$ cat src/rtl/wand_rptr_pkg.sv
package wand_rptr_pkg;
  typedef enum logic [1:0] {
    ST_IDLE    = 2'd0,
    ST_A_SRC   = 2'd1,
    ST_B_SRC   = 2'd2,
    ST_RECOVER = 2'd3
  } rptr_state_e;
endpackage

$ cat src/rtl/wand_rptr_sync.sv
// Multi-stage level synchronizer; idle level of the bus is high.
module wand_rptr_sync #(
  parameter int WIDTH  = 2,
  parameter int STAGES = 2
) (
  input  logic             clk,
  input  logic             rst_n,
  input  logic [WIDTH-1:0] d_i,
  output logic [WIDTH-1:0] q_o
);
  logic [WIDTH-1:0] stg_q [STAGES];

  always_ff @(posedge clk or negedge rst_n) begin
    if (!rst_n) begin
      for (int i = 0; i < STAGES; i++) stg_q[i] <= '1;
    end else begin
      stg_q[0] <= d_i;
      for (int i = 1; i < STAGES; i++) stg_q[i] <= stg_q[i-1];
    end
  end

  assign q_o = stg_q[STAGES-1];
endmodule

$ cat src/rtl/wand_rptr_holdoff.sv
// Down-counter timing the quiet window after a release.
module wand_rptr_holdoff #(
  parameter int HOLDOFF_CYCLES = 4
) (
  input  logic clk,
  input  logic rst_n,
  input  logic load_i,
  input  logic run_i,
  output logic done_o
);
  localparam int CW = (HOLDOFF_CYCLES > 1) ? $clog2(HOLDOFF_CYCLES) : 1;
  localparam logic [CW-1:0] LOAD_VAL = CW'(HOLDOFF_CYCLES - 1);

  logic [CW-1:0] cnt_q, cnt_d;
  logic          cnt_en;

  always_comb begin
    cnt_en = load_i | (run_i & (cnt_q != '0));
    cnt_d  = load_i ? LOAD_VAL : cnt_q - 1'b1;
  end

  always_ff @(posedge clk or negedge rst_n) begin
    if (!rst_n)      cnt_q <= '0;
    else if (cnt_en) cnt_q <= cnt_d;
  end

  assign done_o = (cnt_q == '0);
endmodule

$ cat src/rtl/wand_rptr_fsm.sv
// Direction-inference state machine.
module wand_rptr_fsm
  import wand_rptr_pkg::*;
(
  input  logic        clk,
  input  logic        rst_n,
  input  logic        a_low_i,
  input  logic        b_low_i,
  input  logic        hold_done_i,
  output rptr_state_e state_o,
  output logic        hold_load_o
);
  rptr_state_e state_q, state_d;

  always_comb begin
    state_d     = state_q;
    hold_load_o = 1'b0;
    unique case (state_q)
      ST_IDLE: begin
        if (a_low_i)      state_d = ST_A_SRC;   // A has priority
        else if (b_low_i) state_d = ST_B_SRC;
      end
      ST_A_SRC: begin
        if (!a_low_i) begin                      // B low ignored: own echo
          state_d     = ST_RECOVER;
          hold_load_o = 1'b1;
        end
      end
      ST_B_SRC: begin
        if (!b_low_i) begin
          state_d     = ST_RECOVER;
          hold_load_o = 1'b1;
        end
      end
      ST_RECOVER: begin
        if (hold_done_i) state_d = ST_IDLE;
      end
      default: state_d = ST_IDLE;
    endcase
  end

  always_ff @(posedge clk or negedge rst_n) begin
    if (!rst_n) state_q <= ST_IDLE;
    else        state_q <= state_d;
  end

  assign state_o = state_q;
endmodule

$ cat src/rtl/wand_repeater.sv
module wand_repeater
  import wand_rptr_pkg::*;
#(
  parameter int SYNC_STAGES    = 2,
  parameter int HOLDOFF_CYCLES = 4
) (
  input  logic clk,
  input  logic rst_n,
  input  logic a_level_i,
  input  logic b_level_i,
  output logic a_pull_o,
  output logic b_pull_o
);
  logic [1:0]  rst_sync_q;
  logic        rst_int_n;
  logic [1:0]  lvl_sync;
  logic        a_lvl, b_lvl;
  logic        hold_load, hold_run, hold_done;
  rptr_state_e state;

  // asynchronous assertion, synchronous release
  always_ff @(posedge clk or negedge rst_n) begin
    if (!rst_n) rst_sync_q <= 2'b00;
    else        rst_sync_q <= {rst_sync_q[0], 1'b1};
  end
  assign rst_int_n = rst_sync_q[1];

  wand_rptr_sync #(.WIDTH(2), .STAGES(SYNC_STAGES)) sync_i (
    .clk   (clk),
    .rst_n (rst_int_n),
    .d_i   ({b_level_i, a_level_i}),
    .q_o   (lvl_sync)
  );
  assign a_lvl = lvl_sync[0];
  assign b_lvl = lvl_sync[1];

  wand_rptr_fsm fsm_i (
    .clk         (clk),
    .rst_n       (rst_int_n),
    .a_low_i     (~a_lvl),
    .b_low_i     (~b_lvl),
    .hold_done_i (hold_done),
    .state_o     (state),
    .hold_load_o (hold_load)
  );

  assign hold_run = (state == ST_RECOVER);

  wand_rptr_holdoff #(.HOLDOFF_CYCLES(HOLDOFF_CYCLES)) hold_i (
    .clk    (clk),
    .rst_n  (rst_int_n),
    .load_i (hold_load),
    .run_i  (hold_run),
    .done_o (hold_done)
  );

  assign b_pull_o = (state == ST_A_SRC);
  assign a_pull_o = (state == ST_B_SRC);
endmodule

$ cat config.mk
export PLATFORM = sky130hd
export DESIGN_NAME = wand_repeater
export DESIGN_NICKNAME = d
export VERILOG_FILES = /design/src/rtl/wand_rptr_pkg.sv /design/src/rtl/wand_rptr_sync.sv /design/src/rtl/wand_rptr_holdoff.sv /design/src/rtl/wand_rptr_fsm.sv /design/src/rtl/wand_repeater.sv
export SDC_FILE = /design/constraint.sdc
export NUM_CORES = 1
export LEC_CHECK = 0
export ABC_CLOCK_PERIOD_IN_PS = 1100
export BUFFER_PORTS_ARGS = -buffer_cell sky130_fd_sc_hd__buf_2
export CAP_MARGIN = 30
export CORE_AREA = 2 2 39 41
export DETAILED_ROUTE_END_ITERATION = 12
export DIE_AREA = 0 0 41 43
export GPL_TIMING_DRIVEN = 0
export PLACE_DENSITY = 0.52
export SETUP_SLACK_MARGIN = 0.4
export SKIP_LAST_GASP = 1
export SLEW_MARGIN = 20
export SYNTH_ARGS = -nofsm -noshare
export SYNTH_HDL_FRONTEND = slang
export SYNTH_SLANG_ARGS = --single-unit
$ cat constraint.sdc
create_clock -name clk -period 1.1 [get_ports clk]
set_input_delay 0.275 -clock clk [delete_from_list [all_inputs] [get_ports clk]]
set_output_delay 0.275 -clock clk [all_outputs]
set_load 0.01 [all_outputs]
Word-level counts from Yosys, hierarchy flattened

Index checks and enable logic that the tools add are counted.

Bits in registers: 10
Input port bits: 4
Output and inout port bits: 2
Logic and storage cells: 29

$add $sub $neg: 1
Equality and inequality tests: 7
Muxes and demuxes: 10
Bitwise gates (word level): 2
Reductions and logical operators: 4

Operator list:

| kind                                                                   | count |
|---|---|
| 2-bit 2-to-1 mux                                                       | 6 |
| 2-bit one-hot mux with 4 select lines                                  | 1 |
| 2-bit equality test (second input constant)                            | 2 |
| 2-bit logical NOT                                                      | 2 |
| 2-bit by 1-bit != test with 1-bit output (second input constant)       | 2 |
| 4-bit AND reduction                                                    | 1 |
| 3-bit != test (second input constant)                                  | 1 |
| 2-bit by 1-bit equality test with 1-bit output (second input constant) | 1 |
| 1-bit 2-to-1 mux                                                       | 2 |
| 2-bit != test (second input constant)                                  | 1 |
| 1-bit one-hot mux with 2 select lines                                  | 1 |
| 2-bit nonzero test                                                     | 1 |
| 2-bit by 1-bit subtractor with 2-bit output (second input constant)    | 1 |
| 1-bit AND                                                              | 1 |
| 1-bit bitwise OR                                                       | 1 |

Depth between registers and ports, before layout

Gate-level depths: netlist of run 1.

Word-level depth: 3
Gate-level depth with buffers: 5
Gate-level depth less buffers: 5

By module

Synthesis of run 1 repeated with hierarchy kept, for this count alone.

Cells, all modules: 50
Area total of the unflattened synthesis: 545.5 um^2

Modules (own cells, without submodules):

| module            | times used | cells an instance | area each (um^2) | sequential area each (um^2) |
|---|---|---|---|---|
| wand_rptr_fsm     | 1          | 24                | 217.7            | 50.0 |
| wand_rptr_holdoff | 1          | 12                | 123.9            | 50.0 |
| wand_rptr_sync    | 1          | 6                 | 120.1            | 105.1 |
| wand_repeater     | 1          | 8                 | 83.8             | 50.0 |

Worst setup path before layout of run 1

No wires, ideal clock.

Path type: register to register
Start point: register fsm_i.state_q[0] (netlist: fsm_i.state_o[0])
End point: register fsm_i.state_q[1] (netlist: fsm_i.state_o[1])
Library setup time: 0.126 ns
Arrival: 1.218 ns
Required time: 0.974 ns
Slack: -0.244 ns
Cell stages (with the launch flop): 5
Buffers on the path: 0
Clock period less this slack: 1.344 ns
Path through: dfrtp_1 inv_1 ha_1 nor2b_1 o32a_1

Longest elaborated chain between the ends: 3
Elaborated cells on any way between the ends: 10
Classes of those cells: eq/ne (7); mux (1); reduce/logical (2)

RTL lines:

| what                                                         | RTL line            | text |
|---|---|---|
| from (decl)                                                  | wand_rptr_fsm.sv:13 | `rptr_state_e state_q, state_d;` |
| from (signal assigned)                                       | wand_rptr_fsm.sv:44 | `else state_q <= state_d;` |
| 2-bit equality test, or another cell as far along            | wand_rptr_fsm.sv:18 | `unique case (state_q)` |
| 2-bit != test (no source line), or another cell as far along | -                   |  |
| 4-bit AND reduction (no source line)                         | -                   |  |

Parallel ways exist; a longest one is shown, timed or not.
A chain may end at the register's enable or synchronous reset.

Worst setup path in the final report of run 1

Start point: register fsm_i.state_q[1] (netlist: fsm_i.state_o[1])
End point: register fsm_i.state_q[1] (netlist: fsm_i.state_o[1])

Same word-level chain as after synthesis.

==> flow_summary.toml, run 1 <==
[clocking]
cts_max_level = 1
clk_path_buf_depth = 2
cts.sinks = 10
clk_pin_slew_ps = 60
root_buffer = "clkbuf_4"
cts_made_buffers = 3
cts_tree = "built"
clk_latency_ps = 250

[drt]
firstDrtPassIters = 3
routed_wl_um = 931
viasPerCell = 4.78
vias = 344
drt-initial-drc-count = 1
ant_nets = 0
drc_errors = 0
wl_per_cell_um = 12.9

[setup_path]
cp-end-kind = "register"
cp_top_family = "compound AO/OA/AOI/OAI gates"
cp_slowest_cell = "dfrtp_2"
cpPeakStageDelay_ps = 440
r2r_slack_ps = -290
cp_max_fo = 4
startpoint_type = "register"
arrival_ps = 1510
required_ps = 1220
crit_buf_inv = 1
path_class = "reg2reg"
reg2reg_depth = 5
path_cells = "inv_4 > ha_2 > nor2_2 > o221a_2 > o32a_1"
path_depth = 5

[sta]
layout_min_cycle_time_ps = 1390
skew_ps = 7.76
slew_viol_final = 0
rsz0062_at_grt = "true"
hold_viol = 0
period_share = 1.26
timing.fmax_ghz = 0.719
setup_viol_count_final = 6
hold_ws_ps = 117
setup_ws_ps = -291

[synthesis]
syn_area_per_cell_um2 = 12.1
synthFlopType = "dfrtp_1"
seq_area_frac_synth = 0.516
ys_ff_latch = 10
async_flop_share = 1.00
ys_types = 19
synth_nets = 53
synthCells = 41
yosys.area.top_type_share = 0.304
synth_area_leader_cell = "dfrtp_1"
synth.most_common_cell = "ha_1"
synth-edff-count = 0
synthTopCellsByArea = "dfrtp_1 (30%), dfstp_2 (21%), ha_1 (20%)"
yosys-top-cells-count = "ha_1 (8), dfrtp_1 (6), inv_1 (5)"
synth_warnings = 0
synth.cell_area_um2 = 494

[place]
port_buffers = 5
gp_congestion = 0.730
preCtsSetupSlack_ps = -356
placedCellCount = 62
dpl.hpwl_um = 654

[power_and_ir_drop]
leakagePower_nw = 0.317
powerDensity_nw_per_um2 = 3000
finalPower_mw = 2.16
peakVddDrop_uv = 1180

[floorplanning]
dieArea_um2 = 1760
start_util = 0.357
ios = 6
coreArea_um2 = 1380
placementRows = 14
die-width_um = 41
die_y_um = 43

[grt]
grt_use_total = 0.142
grt_pass1_wl_mm = 1.65
first_global_vias = 358
gr-total-overflow = 0
grt_max_degree = 9
antenna_found_initial = 0

[hold_path]
worstHoldPathType = "reg2async"

[finish]
syn_to_final_growth_pct = 46.1
fillers = 132
layout-drive-gt1-share = 0.625
antenna_cells = 0
finalNonFillerCells = 72
nets = 69

[run_status]
status = "complete, but fails checks"
violations = "setup timing"

[job]
drv_cap = 0
-- layout make-up --
cell class | count | area, µm² | area share
multi-input cells | 26 | 297 | 0.411
flip-flops and latches | 10 | 258 | 0.357
well taps | 16 | 20.0 | 0.0277
repair buffers | 11 | 95.1 | 0.132
clock buffers | 4 | 26.3 | 0.0364
inverters | 5 | 26.3 | 0.0364
-- logic make-up (layout without fill, tap and decap cells) --
| kind of cell | Yosys count | in the layout | share of synthesized area |
|---|---|---|---|
| xor gates and xnor gates | 1 | 1 | 0.0177 |
| other | 1 | 1 | 0.00759 |
| adders and majority gates | 8 | 8 | 0.203 |
| and+or+nand+nor | 7 | 7 | 0.0684 |
| buffers and inverters | 5 | 20 | 0.0380 |
| DFF | 10 | 10 | 0.516 |
| AOI/OAI and AO/OA | 9 | 9 | 0.149 |
-- power by group --
group / leakage [nW] / switching [mW] / internal (mW)
Combinational: 0.193 / 0.614 / 0.733
Clock: 0.0150 / 0.102 / 0.139
Sequential: 0.109 / 0.0982 / 0.476
Total: 0.317 / 0.815 / 1.35
-- worst paths after layout --
kind / from / endpoint
min in group clk: a_level_i / sync_i.stg_q[2]
worst max register to register: fsm_i.state_o[1] / fsm_i.state_o[1]
max in group asynchronous: rst_n / rst_sync_q[0]
worst min-delay path: rst_sync_q[1] / hold_i.cnt_q[0]
worst max-delay path: fsm_i.state_o[1] / fsm_i.state_o[1]
worst min register to register: rst_sync_q[1] / hold_i.cnt_q[0]
-- cells in the final DEF (no fill, tap or decap) --
cell type / synthesis / routed
inv_1: 5 / 3
inv_6: 0 / 1
conb_1: 1 / 1
nor2_1: 2 / 1
ha_4: 0 / 4
o32ai_2: 0 / 1
o21ai_1: 0 / 1
clkbuf_4: 0 / 3
ha_2: 0 / 1
dfrtp_2: 0 / 2
nand2_2: 0 / 1
o221a_2: 1 / 1
a21boi_1: 1 / 1
dfstp_2: 4 / 4
a22o_2: 1 / 1
buf_2: 0 / 4
dlygate4sd3_1: 0 / 1
nand2_1: 3 / 2
xnor2_1: 1 / 1
buf_12: 0 / 1
nor2b_4: 0 / 1
nor2_2: 0 / 1
o32a_1: 1 / 1
buf_4: 0 / 3
ha_1: 8 / 3
clkbuf_1: 0 / 1
a21oi_2: 1 / 2
nand2b_2: 1 / 1
buf_6: 0 / 2
o211ai_1: 1 / 1
inv_4: 0 / 1
dfrtp_1: 6 / 4
-- through the flow --
| step | util | cell area, µm² | setup TNS [ps] |
|---|---|---|---|
| CTS | 0.514 | 712 | -1370 |
| finish | 0.522 | 722 | -1300 |
| global placement | 0.401 | 554 | -807 |
| global route | 0.522 | 722 | -1640 |
| floorplan | - | 509 | -402 |
| detailed placement | 0.401 | 554 | -1020 |
-- flip-flops by register name, indices dropped and copies added (netlist names) --
name	flops
sync_i.q_o	2
rst_sync_q	2
fsm_i.state_o	2
hold_i.cnt_q	2
sync_i.stg_q	2
-- routing by layer --
metal  up-vias  track usage  share of wire
li1        170            -              -
met1       168        0.166           0.42
met2         6        0.234           0.56
met3         0       0.0157          0.023
met4         0       0.0800              0
met5         -            0              0
-- repair_timing --
action                     4_1_cts  5_1_grt
hold buffers                     1        0
hold endpoints to repair         2        0
resized for setup               17        2
pin swaps                        6        0
buffers inserted                 4        1
setup endpoints to repair        6        6
-- worst reg2reg max path, cell delays in order, from the launching register on --
cell,delay (ps)
dfrtp_2,440
inv_4,110
ha_2,200
nor2_2,50
o221a_2,270
o32a_1,190
No activity file was read; power rests on OpenSTA's default activity.
==> run 2, diff against run 1 <==
--- a/config.mk
+++ b/config.mk
@@ -13,6 +13,7 @@
 export DIE_AREA = 0 0 41 43
 export GPL_TIMING_DRIVEN = 0
 export PLACE_DENSITY = 0.52
+export REMOVE_ABC_BUFFERS = 1
 export SETUP_SLACK_MARGIN = 0.4
 export SKIP_LAST_GASP = 1
 export SLEW_MARGIN = 20
==> flow_summary.toml, run 2 (same netlist as run 1, synthesis figures left out) <==
[place]
gp_congestion = 0.655
dpl.hpwl_um = 641
preCtsSetupSlack_ps = -353
port_buffers = 5
dpl_cell_area_um2 = 539
placedCellCount = 62

[sta]
period_share = 1.26
skew_ps = 2.39
slew_viol_final = 0
layout_min_cycle_time_ps = 1390
rsz0062_at_grt = "true"
hold_viol = 0
setup_ws_ps = -289
setup_viol_count_final = 6
timing.fmax_ghz = 0.720

[grt]
grt_pass1_wl_mm = 1.77
antenna_found_initial = 0
grt_max_degree = 9
grt_use_total = 0.157
gr-total-overflow = 0
first_global_vias = 393

[floorplanning]
coreArea_um2 = 1380
dieArea_um2 = 1760
start_util = 0.357
ios = 6
placementRows = 14
die_y_um = 43
die-width_um = 41

[setup_path]
reg2reg_depth = 4
path_cells = "inv_6 > ha_4 > nor2b_1 > o32a_1"
cp_slowest_cell = "dfrtp_2"
arrival_ps = 1520
startpoint_type = "register"
path_depth = 4
cp-end-kind = "register"
regToRegStartpoint = "fsm_i.state_o[0]"
worst_r2r_endpoint = "fsm_i.state_o[1]"
r2r_slack_ps = -290
crit_buf_inv = 1
endpoint = "fsm_i.state_o[1]"
cp_top_family = "flip-flops"
cp_max_fo = 5
required_ps = 1230
critPathLaunch = "fsm_i.state_o[0]"
path_class = "reg2reg"
cpPeakStageDelay_ps = 470

[power_and_ir_drop]
leakagePower_nw = 0.312
peakVddDrop_uv = 1280
powerDensity_nw_per_um2 = 2990

[finish]
final_common_cell = "ha_4"
most-common-layout-cells = "ha_4 (5), dfrtp_1 (4), buf_2 (4), dfstp_2 (4)"
nets = 68
layout-drive-gt1-share = 0.685
syn_to_final_growth_pct = 47.3
final_util = 0.526
final_cell_area_um2 = 728
finalNonFillerCells = 70
antenna_cells = 0

[clocking]
clk_latency_ps = 250
clk_path_buf_depth = 2
clk_pin_slew_ps = 60
cts.sinks = 10
cts_tree = "built"
cts_max_level = 1
cts_made_buffers = 3
root_buffer = "clkbuf_4"

[hold_path]
worstHoldPathType = "reg2async"

[drt]
routed_wl_mm = 1.00
vias = 350
firstDrtPassIters = 2
wl_per_cell_um = 14.3
ant_nets = 0
drt-initial-drc-count = 3
drc_errors = 0
viasPerCell = 5.00

[run_status]
status = "complete, but fails checks"
violations = "setup timing"

[job]
drv_cap = 0
-- run 2: timing repair --
item | CTS | global route
hold buffers | 1 | 0
endpoints found under the hold margin | 2 | 0
buffers inserted | 4 | 0
gates resized for setup | 25 | 5
pin swaps | 6 | 2
setup endpoints to repair | 6 | 6
-- run 2: worst min path at each step --
stage                             start         endpoint  slack (ps)  depth (start not counted)
after floorplan                   rst_n    rst_sync_q[0]         -20                          0
after detailed placement          rst_n    rst_sync_q[0]          60                          1
final                     rst_sync_q[1]  hold_i.cnt_q[0]         110                          0
after global routing          a_level_i  sync_i.stg_q[2]         100                          1
after CTS                     b_level_i  sync_i.stg_q[3]         110                          1
after global placement            rst_n    rst_sync_q[0]          60                          1
-- run 2: final cells by class --
type / count / area, µm²
clock buffers: 3 / 22.5
fillers: 119 / 656
inverters: 5 / 26.3
multi-input cells: 26 / 323
flip-flops and latches: 10 / 258
well taps: 16 / 20.0
repair buffers: 10 / 78.8
-- run 2: worst reg2reg max path: cells and delay by family (launching register included) --
| kind | cells | cell delay, ps |
|---|---|---|
| DFF | 1 | 470 |
| AOI/OAI and AO/OA | 1 | 340 |
| adders and majority gates | 1 | 210 |
| and+or+nand+nor | 1 | 130 |
| buffers and inverters | 1 | 120 |
-- run 2: through the flow --
stage               power, mW  TNS (ps)  hold slack, ps
global placement         1.23      -882            58.5
finish                   2.18     -1390             114
CTS                      2.07     -1290             108
global route             2.36     -1650             104
floorplan                1.11      -522           -20.6
detailed placement       1.30     -1060            60.9
-- run 2: power by group --
group          total, mW  switching (mW)  internal (mW)
sequential         0.588           0.112          0.476
combinational       1.37           0.653          0.714
clock              0.222          0.0974          0.125
total               2.18           0.862           1.31
-- run 2: metal layers --
layer	global-route usage	up-vias	wire length (µm)	part of all wire
met4	0.160	0	64	0.064
met3	0.0419	8	27	0.027
met2	0.228	9	543	0.54
met5	0	-	0	0
met1	0.167	169	367	0.37
li1	-	164	-	-
